## src/rtl/trap_pkg.sv

```systemverilog
package trap_pkg;
  localparam int PC_W = 32;
  localparam int CW   = 5;

  localparam logic [CW-1:0] CAUSE_IRQ     = 5'd0;
  localparam logic [CW-1:0] CAUSE_ALIGN   = 5'd4;
  localparam logic [CW-1:0] CAUSE_IFAULT  = 5'd6;
  localparam logic [CW-1:0] CAUSE_DFAULT  = 5'd7;
  localparam logic [CW-1:0] CAUSE_ILLEGAL = 5'd10;
  localparam logic [CW-1:0] CAUSE_OVF     = 5'd12;
  localparam logic [CW-1:0] CAUSE_PROT    = 5'd13;

  // Handler entry: base, or base plus the cause scaled by 2**shift
  function automatic logic [PC_W-1:0] handler_target(
      input logic [PC_W-1:0] base, input logic vec,
      input logic [CW-1:0] code, input int shift);
    logic [PC_W-1:0] off;
    off = PC_W'(code) << shift;
    return vec ? base + off : base;
  endfunction
endpackage

```

## src/rtl/trap_arbiter.sv

```systemverilog
module trap_arbiter
  import trap_pkg::*;
#(
  parameter int NSTG = 4,
  localparam int IW = $clog2(NSTG)
) (
  input  logic [NSTG-1:0]      flt_vld,
  input  logic [NSTG*CW-1:0]   flt_code,
  input  logic [NSTG*PC_W-1:0] stage_pc,
  output logic                 hit,
  output logic [IW-1:0]        sel_idx,
  output logic [CW-1:0]        sel_code,
  output logic [PC_W-1:0]      sel_pc
);
  // Ascending scan: a later (older) stage overrides a younger one
  always_comb begin
    hit      = 1'b0;
    sel_idx  = '0;
    sel_code = '0;
    sel_pc   = '0;
    for (int i = 0; i < NSTG; i++) begin
      if (flt_vld[i]) begin
        hit      = 1'b1;
        sel_idx  = IW'(i);
        sel_code = flt_code[i*CW +: CW];
        sel_pc   = stage_pc[i*PC_W +: PC_W];
      end
    end
  end
endmodule

```

## src/rtl/trap_flush.sv

```systemverilog
module trap_flush #(
  parameter int NSTG = 4,
  localparam int IW = $clog2(NSTG)
) (
  input  logic            take_fault,
  input  logic [IW-1:0]   fault_idx,
  input  logic            take_all,
  output logic [NSTG-1:0] flush
);
  for (genvar g = 0; g < NSTG; g++) begin : g_stage
    assign flush[g] = take_all | (take_fault && (IW'(g) <= fault_idx));
  end
endmodule

```

## src/rtl/trap_state.sv

```systemverilog
module trap_state
  import trap_pkg::*;
(
  input  logic            clk,
  input  logic            rst_n,
  input  logic            enter,
  input  logic [PC_W-1:0] enter_pc,
  input  logic [CW-1:0]   enter_code,
  input  logic            leave,
  output logic [PC_W-1:0] epc_q,
  output logic [CW-1:0]   cause_q,
  output logic            masked_q
);
  always_ff @(posedge clk) begin
    if (!rst_n) begin
      epc_q    <= '0;
      cause_q  <= '0;
      masked_q <= 1'b0;
    end else if (enter) begin
      epc_q    <= enter_pc;
      cause_q  <= enter_code;
      masked_q <= 1'b1;
    end else if (leave) begin
      masked_q <= 1'b0;
    end
  end
endmodule

```

## src/rtl/precise_trap_unit.sv

```systemverilog
module precise_trap_unit
  import trap_pkg::*;
#(
  parameter int              NSTG         = 4,
  parameter logic [PC_W-1:0] HANDLER_BASE = 32'h8000_0000,
  parameter int              VEC_SHIFT    = 5
) (
  input  logic                 clk,
  input  logic                 rst_n,
  input  logic                 vec_mode,
  input  logic [NSTG-1:0]      flt_vld,
  input  logic [NSTG*CW-1:0]   flt_code,
  input  logic [NSTG*PC_W-1:0] stage_pc,
  input  logic                 irq_req,
  input  logic                 eret,
  output logic                 redirect_vld,
  output logic [PC_W-1:0]      redirect_pc,
  output logic [NSTG-1:0]      flush,
  output logic [PC_W-1:0]      epc,
  output logic [CW-1:0]        cause,
  output logic                 irq_masked
);
  localparam int IW = $clog2(NSTG);

  // Named internal events, observed by the bound checker
  logic            hit;
  logic [IW-1:0]   sel_idx;
  logic [CW-1:0]   sel_code;
  logic [PC_W-1:0] sel_pc;
  logic            exc_take, irq_take, enter;
  logic [CW-1:0]   enter_code;
  logic [PC_W-1:0] enter_pc;

  trap_arbiter #(.NSTG(NSTG)) u_arb (
    .flt_vld(flt_vld), .flt_code(flt_code), .stage_pc(stage_pc),
    .hit(hit), .sel_idx(sel_idx), .sel_code(sel_code), .sel_pc(sel_pc));

  // Priority: return, then oldest fault, then unmasked interrupt
  assign exc_take   = hit && !eret;
  assign irq_take   = irq_req && !irq_masked && !hit && !eret;
  assign enter      = exc_take || irq_take;
  assign enter_code = exc_take ? sel_code : CAUSE_IRQ;
  assign enter_pc   = exc_take ? sel_pc : stage_pc[(NSTG-1)*PC_W +: PC_W];

  trap_flush #(.NSTG(NSTG)) u_flush (
    .take_fault(exc_take), .fault_idx(sel_idx),
    .take_all(eret || irq_take), .flush(flush));

  trap_state u_state (
    .clk(clk), .rst_n(rst_n), .enter(enter), .enter_pc(enter_pc),
    .enter_code(enter_code), .leave(eret),
    .epc_q(epc), .cause_q(cause), .masked_q(irq_masked));

  assign redirect_vld = enter || eret;
  assign redirect_pc  = eret ? epc
                      : handler_target(HANDLER_BASE, vec_mode, enter_code, VEC_SHIFT);
endmodule

```

## config.mk

```make
export PLATFORM = sky130hd
export DESIGN_NAME = precise_trap_unit
export DESIGN_NICKNAME = d
export VERILOG_FILES = /design/src/rtl/trap_pkg.sv /design/src/rtl/trap_arbiter.sv /design/src/rtl/trap_flush.sv /design/src/rtl/trap_state.sv /design/src/rtl/precise_trap_unit.sv
export SDC_FILE = /design/constraint.sdc
export NUM_CORES = 1
export LEC_CHECK = 0
export BUFFER_PORTS_ARGS = -buffer_cell sky130_fd_sc_hd__buf_2
export CAP_MARGIN = 30
export CORE_ASPECT_RATIO = 1.1
export CORE_MARGIN = 5
export CORE_UTILIZATION = 43
export CTS_CLUSTER_SIZE = 10
export DETAILED_ROUTE_END_ITERATION = 12
export GPL_TIMING_DRIVEN = 1
export HOLD_SLACK_MARGIN = 0.1
export PLACE_DENSITY = 0.87
export SYNTH_ARGS = -nofsm -noshare
export SYNTH_HDL_FRONTEND = slang
export SYNTH_HIERARCHICAL = 1
export SYNTH_SLANG_ARGS = --single-unit
```

## constraint.sdc

```tcl
create_clock -name clk -period 2.6 [get_ports clk]
set_clock_uncertainty 0.05 [all_clocks]
set_input_delay 0.26 -clock clk [delete_from_list [all_inputs] [get_ports clk]]
set_output_delay 0.26 -clock clk [all_outputs]
set_load 0.05 [all_outputs]
```

== Yosys cells after proc, flatten, opt, wreduce, memory -nomap -nowiden ==
Index checks and enable logic that the tools add are counted.
Operators by class
  add/sub/neg operators: 1
  $lt $le $gt $ge: 4
  multiplexer cells: 21
  bitwise logic cells: 4
  reduce and logical (&&, ||, !) cells: 15
Operators by type and width (number)
  32-bit 2-to-1 mux: 7
  32-bit by 10-bit adder with 32-bit output, first input constant: 1
  5-bit 2-to-1 mux: 5
  1-bit logical AND: 8
  1-bit 2-to-1 mux: 7
  1-bit by 2-bit less-or-equal comparator with 1-bit output, first input constant: 2
  2-bit less-or-equal comparator, first input constant: 2
  2-bit 2-to-1 mux: 2
  1-bit OR: 4
  1-bit logical NOT: 3
  1-bit logical OR: 3
  2-bit nonzero test: 1
Storage, ports and cells
  register bits: 38
  input port bits: 157
  output and inout port bits: 75
  word-level logic and storage cells: 48

== Longest topological paths before layout ==
Gate-level depths: netlist of the first run.
  depth after elaboration: 9
  gate-level depth with buffers: 11
  depth with buffers taken out: 7

== Hierarchy ==
The synthesis of the first run kept the hierarchy.
By module, submodules not included
  trap_state: times used 1, cells an instance 122, area an instance 1441.4 um^2, sequential area each 760.7 um^2
  trap_arbiter: times used 1, cells an instance 172, area an instance 1039.7 um^2, sequential area each 0.0 um^2
  precise_trap_unit: times used 1, cells an instance 95, area an instance 879.6 um^2, sequential area each 0.0 um^2
  trap_flush: times used 1, cells an instance 5, area an instance 35.0 um^2, sequential area each 0.0 um^2

== Least setup slack after synthesis of the first run ==
Ideal clock, no wire load.
  path kind: input to output
  start point: input flt_vld[1]
  end point: output redirect_pc[5]
  data arrival time: 2.257 ns
  required time: 2.290 ns
  slack: 0.033 ns
  stages on the path: 6
  buffers on the path: 1
  path through: nor4b_4 > buf_6 > nand2_1 > o21ai_0 > nand3_1 > o21ai_0
On the way
  elaborated cells on any way between the ends: 11
  classes of those cells: add/sub: 1; mux: 9; reduce/logical: 1
RTL lines
  start: declaration: RTL line precise_trap_unit.sv:11  | input logic [NSTG-1:0] flt_vld,
  5-bit 2-to-1 mux (3 in a row): RTL line trap_arbiter.sv:22  | if (flt_vld[i]) begin
  named net sel_code[0]: RTL line precise_trap_unit.sv:28  | logic [CW-1:0] sel_code;
  5-bit 2-to-1 mux: RTL line precise_trap_unit.sv:42  | assign enter_code = exc_take ? sel_code : CAUSE_IRQ;
  32-bit by 10-bit adder with 32-bit output: RTL line trap_pkg.sv:19  | return vec ? base + off : base;
  32-bit 2-to-1 mux: RTL line trap_pkg.sv:19
  32-bit 2-to-1 mux: RTL line precise_trap_unit.sv:55  | assign redirect_pc = eret ? epc
  end: declaration: RTL line precise_trap_unit.sv:17  | output logic [PC_W-1:0] redirect_pc,
The timed path passes the listed nets, and every way through them passes these cells.

== Worst setup path in the final report of the first run ==
Ends and elaborated chain as after synthesis.

==> key figures, run 1 <==
Synthesis
  • Share of the synthesized area in the top cell type: 22.4%
  • Synth warnings: 6
  • Cell taking the most area after synthesis: dfxtp_1
  • Ys async rst share: 0%
  • Synthesized area per cell: 8.62 µm²
  • Post-synth EDFFs: 0
  • Mapped cell area: 0.00340 mm²
  • Ys flop type: dfxtp_1
  • Number of synthesized register bits: 38
  • Commonest cells in the netlist: nor2b_1 (76), nand2_1 (42), dfxtp_1 (38)
  • Netlist cell types: 31
  • Largest cells by area after synthesis: dfxtp_1 (22%), nor2b_1 (14%), mux2_4 (13%)
  • Gate count after technology mapping: 394
  • Most common cell in the netlist: nor2b_1
  • Synthesized Nets: 551
  • Seq/Total Area, Yosys: 22.4%

Routing
  • Drt first pass iters: 4
  • Detail Route Antenna Nets: 0
  • Routed WL: 12,400 µm
  • DR iter-0 viols: 140
  • Via count: 3,830
  • Post-route DRC: 0
  • DR WL/cell: 17.4 µm
  • Vias per inst: 5.36

Placed design
  • Cells after DPL: 707
  • Post-DP HPWL: 9580 µm
  • Placed inst area: 0.00455 mm²
  • Buffers on Ports: 231
  • Routability cong.: 0.782

STA
  • Achievable Freq: 438 MHz
  • Fin. Hold Viols: 0
  • Setup TNS: 0 ns
  • Worst-Margin Slew: 0.715 ns
  • WHS: 0.328 ns
  • Rel. slew slack: 52.2%
  • Final setup vio count: 0
  • Tcrit/Tclk final: 87.8%
  • Tmin final: 2.28 ns
  • Max-slew violations: 0
  • RSZ-0062 raised after global routing: no

Die
  • Initial Util: 43.4%
  • Die area: 0.00978 mm²
  • Die Wd: 94.7 µm
  • Core ar.: 0.00783 mm²
  • I/O pin total: 232
  • Cell row count: 34
  • Chip height: 103 µm

Layout
  • Post-route cell area: 0.00462 mm²
  • Layout cells sized above 1: 47.2%
  • Area Overhead vs Synth: 36.2%
  • Diodes inserted: 0
  • Fin nets: 763
  • Non-Filler Instances: 714

Clock network
  • Hold buffer count at CTS: 0
  • CTS sink count: 38
  • CTS tree: built
  • Clock Pin Slew Worst Setup and Hold Paths: 0.07 ns
  • Post-CTS sizing: 0
  • Total CTS buffers: 5
  • H-tree levels: 2
  • Root buf cell: clkbuf_8
  • Bufs on Longest Clock Path: 2
  • Later-pin clock latency in the skew report: 0.28 ns
  • Setup bufs post-CTS: 0

GRT
  • Largest net degree at the start of global routing: 77
  • Total global routing overflow: 0
  • Initial antenna violation count: 1
  • Gr usage total: 23.3%
  • Vias in the first global route: 3,766
  • Global-route wire length before repair: 18,000 µm

Power
  • Leak pwr: 2.33 nW
  • Maximum resistive drop on vdd: 0.224 mV
  • Pwr dens: 417 mW/mm²

Worst setup path
  • Flop-to-flop setup slack: 0.66 ns
  • Nature of the critical path endpoint: primary output
  • Crit-path max FO: 20
  • Worst EP arrival: 1.97 ns
  • Startpoint Class: input port
  • Kind of critical path: input port to primary output
  • Worst endpoint required time: 2.29 ns

Worst hold path
  • Worst hold path class: input port to register

Run status
  • Run status: finished clean

Flow run
  • Number of max-cap violations: 0
-- metal layers --
metal	GRT usage, %	part of all wire [%]	vias to the layer above
li1	-	-	1812
met1	25.8	37	1781
met2	43.1	52	203
met3	5.64	8.0	32
met4	8.66	2.5	2
met5	0	0.10	-
-- kinds of logic (layout without fill, tap and decap cells) --
logic type	Yosys count	in the layout	synth area share, %
simple gates	164	164	27.7
compound gates	85	85	17.0
mux	69	69	24.7
buf+inv	38	250	8.18
flops	38	38	22.4
-- worst max-delay path, stage by stage --
cell and delay [ns]:
buf_2 0.13, nor2b_4 0.52, a221oi_1 0.15, o21ai_0 0.31, nand3_1 0.14, o21ai_0 0.16
buf_2 0.28
-- flip-flops by register name (all words and copies together), names as in the netlist --
name / count
u_state/epc_q: 32
u_state/cause_q: 5
u_state/masked_q: 1
-- final timing paths --
path,from,to,depth (start not counted)
max,flt_vld[1],redirect_pc[5],7
min,stage_pc[111],u_state/epc_q[15],4
max reg2reg,u_state/masked_q,u_state/epc_q[7],5
min reg2reg,u_state/cause_q[2],u_state/cause_q[2],2
-- through the flow --
step | utilization [%] | total power, mW | setup slack [ns]
3_3_place_gp | 58.1 | 1.54 | 0.272
6_report | 59.1 | 1.93 | 0.318
5_1_grt | 59.1 | 2.03 | 0.132
3_5_place_dp | 58.1 | 1.56 | 0.205
2_1_floorplan | - | 1.29 | 0.0326
4_1_cts | 59.1 | 1.95 | 0.321
-- placed cells by master (no fill, tap or decap), types with 2 or more instances in the layout --
cell	synthesis	layout
nand2_1	42	42
clkbuf_1	13	2
a221oi_1	37	37
mux2_2	3	3
mux2i_1	37	37
buf_12	3	3
or2_2	2	2
o21ai_0	37	37
clkbuf_8	0	5
dfxtp_1	38	38
and2_1	31	31
nand2b_1	3	3
mux2_4	29	29
buf_2	9	231
buf_4	4	7
nand3_1	5	5
o21ai_1	6	6
nor2b_1	76	75
-- layout make-up --
cell class | instances | area, µm²
Fill cell | 751 | 3200
Timing Repair Buffer | 241 | 1270
Inverter | 2 | 7.51
Sequential cell | 38 | 761
Clock buffer | 7 | 76.3
Tap cell | 108 | 135
Multi-Input combinational cell | 318 | 2380
-- power breakdown --
group | leakage, nW | switching (mW) | total (mW) | internal, mW
registers | 0.313 | 0.0361 | 0.663 | 0.627
logic | 1.98 | 0.540 | 0.890 | 0.350
clock network | 0.0383 | 0.193 | 0.378 | 0.185
total | 2.33 | 0.770 | 1.93 | 1.16
(Power assumes the default switching activity.)
==> run 2, diff against run 1 <==
--- a/config.mk
+++ b/config.mk
@@ -9,12 +9,12 @@
 export CAP_MARGIN = 30
 export CORE_ASPECT_RATIO = 1.1
 export CORE_MARGIN = 5
-export CORE_UTILIZATION = 43
+export CORE_UTILIZATION = 38
 export CTS_CLUSTER_SIZE = 10
 export DETAILED_ROUTE_END_ITERATION = 12
 export GPL_TIMING_DRIVEN = 1
 export HOLD_SLACK_MARGIN = 0.1
-export PLACE_DENSITY = 0.87
+export PLACE_DENSITY = 0.81
 export SYNTH_ARGS = -nofsm -noshare
 export SYNTH_HDL_FRONTEND = slang
 export SYNTH_HIERARCHICAL = 1
==> constraint.sdc (replaced) <==
create_clock -name clk -period 2.05 [get_ports clk]
set_clock_uncertainty 0.05 [all_clocks]
set_input_delay 0.41 -clock clk [delete_from_list [all_inputs] [get_ports clk]]
set_output_delay 0.41 -clock clk [all_outputs]
set_load 0.05 [all_outputs]
==> key figures, run 2 (synthesized netlist as in run 1, its figures left out) <==
Worst setup path
  • Flop-to-flop setup slack: 0.57 ns (-0.09 ns)
  • Crit-path max FO: 4 (-80%)
  • Crit path top cell by count: buf_8
  • Reg-to-reg endpoint: u_state/cause_q[3]
  • Worst endpoint required time: 1.59 ns (-0.70 ns)
  • Slowest cell on crit path: or3_4
  • Worst EP arrival: 1.72 ns (-0.25 ns)
  • Nature of the critical path endpoint: primary output
  • CP max stage delay: 0.37 ns (-0.15 ns)
  • Critical-path cell list: buf_8, or2_4, or3_4, o21bai_1, buf_4, nand2b_4, buf_8
  • Reg2Reg Depth: 5 (unchanged)
  • Startpoint Class: input port
  • Kind of critical path: input port to primary output
  • Largest delay share family, worst path: simple AND/OR/NAND/NOR gates
  • Buf/Inv on CP: 3 (+1)
  • RR Startpoint: u_state/masked_q

GRT
  • Initial antenna violation count: 0 (-1)
  • Total global routing overflow: 0 (unchanged)
  • Met1 Use GR: 24.8% (-1.1 points)
  • GR Layer Usage met3: 3.13% (-2.5 points)
  • Gr usage total: 21.5% (-1.8 points)
  • Global-route wire length before repair: 19,100 µm (+6.1%)
  • Global route hottest layer: met2
  • GRT met2 Usage: 40.1% (-3.1 points)
  • Largest net degree at the start of global routing: 41 (-47%)
  • Vias in the first global route: 3,971 (+5.4%)

Layout
  • Post-Route Utilization: 58.8% (-0.28 points)
  • Non-Filler Instances: 738 (+3.4%)
  • Fin nets: 780 (+2.2%)
  • Flip-flop count of the largest register after layout: 32 (unchanged)
  • Multi-input gate area in the final layout: 0.00258 mm² (+8.6%)
  • Area Overhead vs Synth: 52.1%
  • Layout cells sized above 1: 53.5% (+6.3 points)
  • Highest-count cells in the layout ignoring fill and taps: buf_2 (219), nor2b_1 (75), dfxtp_1 (38)
  • Biggest regs: u_state/epc_q: 32 flops, u_state/cause_q: 5 flops, u_state/masked_q: 1 flops
  • Diodes inserted: 0 (unchanged)
  • Register Area: 761 µm² (unchanged)
  • Largest Register: u_state/epc_q
  • Commonest non-fill, non-tap cell in the layout: buf_2
  • Fill cell count: 769 (+2.4%)

Clock network
  • Bufs on Longest Clock Path: 2 (unchanged)
  • Later-pin clock latency in the skew report: 0.29 ns (about the same)
  • Total CTS buffers: 5 (unchanged)
  • CTS tree: built
  • H-tree levels: 2 (unchanged)
  • CTS sink count: 38 (unchanged)
  • Root buf cell: clkbuf_8
  • Hold buffer count at CTS: 0 (unchanged)
  • Clock Pin Slew Worst Setup and Hold Paths: 0.08 ns (about the same)

Placed design
  • Buffers on Ports: 231 (unchanged)
  • Post-DP HPWL: 9280 µm (-3.1%)
  • Cells after DPL: 724 (+2.4%)
  • Dpl ws: -0.385 ns (-0.590 ns)
  • Routability cong.: 0.857 (+9.6%)

Routing
  • Via count: 3,842 (+0.31%)
  • Vias per inst: 5.21 (-2.9%)
  • Post-route DRC: 0 (unchanged)
  • Drt first pass iters: 4 (unchanged)
  • DR iter-0 viols: 118 (-16%)
  • Routed WL: 12,400 µm (about the same)
  • DR WL/cell: 16.8 µm (-3.2%)
  • Detail Route Antenna Nets: 0 (unchanged)

STA
  • WHS: 0.474 ns (+0.147 ns)
  • RSZ-0062 raised after global routing: yes
  • Fin. Hold Viols: 0 (unchanged)
  • Worst-Margin Slew: 0.565 ns (-0.150 ns)
  • Final setup vio count: 9 (+9)
  • Tmin final: 2.18 ns
  • Tcrit/Tclk final: 106%
  • Max-slew violations: 0 (unchanged)
  • Achievable Freq: 459 MHz
  • Rel. slew slack: 62.3% (+10 points)
  • Final setup margin: -0.129 ns (-0.447 ns)

Die
  • Die Wd: 100 µm (+5.7%)
  • Die area: 0.0109 mm² (+12%)
  • Initial Util: 38.7% (-4.7 points)
  • Cell row count: 36 (+5.9%)
  • Core ar.: 0.00878 mm² (+12%)
  • I/O pin total: 232 (unchanged)
  • Chip height: 109 µm (+5.8%)

Worst hold path
  • HP Start: stage_pc[116]
  • Hold path depth: 4 (unchanged)
  • Hold endpoint: u_state/epc_q[20]
  • Worst hold path class: input port to register

Run status
  • Failing checks: setup timing
  • Run status: complete, but fails checks

Power
  • Maximum resistive drop on vdd: 0.306 mV (+36%)
  • Leak pwr: 2.57 nW (+10%)
  • Power, Total: 2.88 mW (+49%)
  • Pwr dens: 557 mW/mm² (+33%)

Flow run
  • Number of max-cap violations: 0 (unchanged)
==> run 2: cell count changes in the layout (fill, tap and decap cells not counted), sizes merged <==
cell,before,now
buf,241,258
clkbuf,7,6
bufinv,0,2
==> run 2: per-layer routing <==
layer  up-vias  part of all wire [%]
met4         0                   2.0
met3        22                   6.2
met2       170                    53
met5         -                     0
met1      1801                    39
li1       1849                     -
==> run 2: worst min-delay path: stages <==
cell     delay, ns
buf_2         0.09
mux2_4        0.13
mux2i_1       0.06
nor2b_1       0.10
==> run 2: power breakdown <==
group	internal, mW	switching [mW]	total (mW)
clock network	0.520	0.283	0.803
logic	0.517	0.722	1.24
registers	0.794	0.0425	0.837
==> run 2: timing repair <==
action	in CTS	in global routing
pin swaps	13	11
setup buffers	6	1
resized for setup	45	17
endpoints found under the setup margin	10	14
endpoints found under the hold margin	0	0
gates cloned	0	0
==> run 2: how the worst max path moves through the flow <==
stage                     from        to  slack [ns]  cells after the start
global placement    flt_vld[2]  flush[1]       -0.35                      7
floorplan           flt_vld[3]  flush[0]       -0.30                      9
detailed placement  flt_vld[2]  flush[1]       -0.39                      7
finish              flt_vld[3]  flush[1]       -0.13                      7
global route        flt_vld[3]  flush[1]       -0.18                      7
CTS                 flt_vld[3]  flush[1]       -0.18                      7
==> run 2: layout make-up <==
| type | instances | share of cell area (%) |
|---|---|---|
| repair buffers | 258 | 29.5 |
| clock buffers | 6 | 1.60 |
| flip-flops and latches | 38 | 14.7 |
| well taps | 114 | 2.76 |
| multi-input cells | 318 | 50.0 |
| clock inverters | 2 | 1.16 |
| inverters | 2 | 0.291 |
==> run 2: stage by stage <==
stage	instance area, µm²	TNS (ns)
floorplan	3490	-5.48
global placement	4750	-8.93
detailed placement	4750	-11.07
CTS	5090	-1.03
global route	5160	-1.07
finish	5160	-0.611
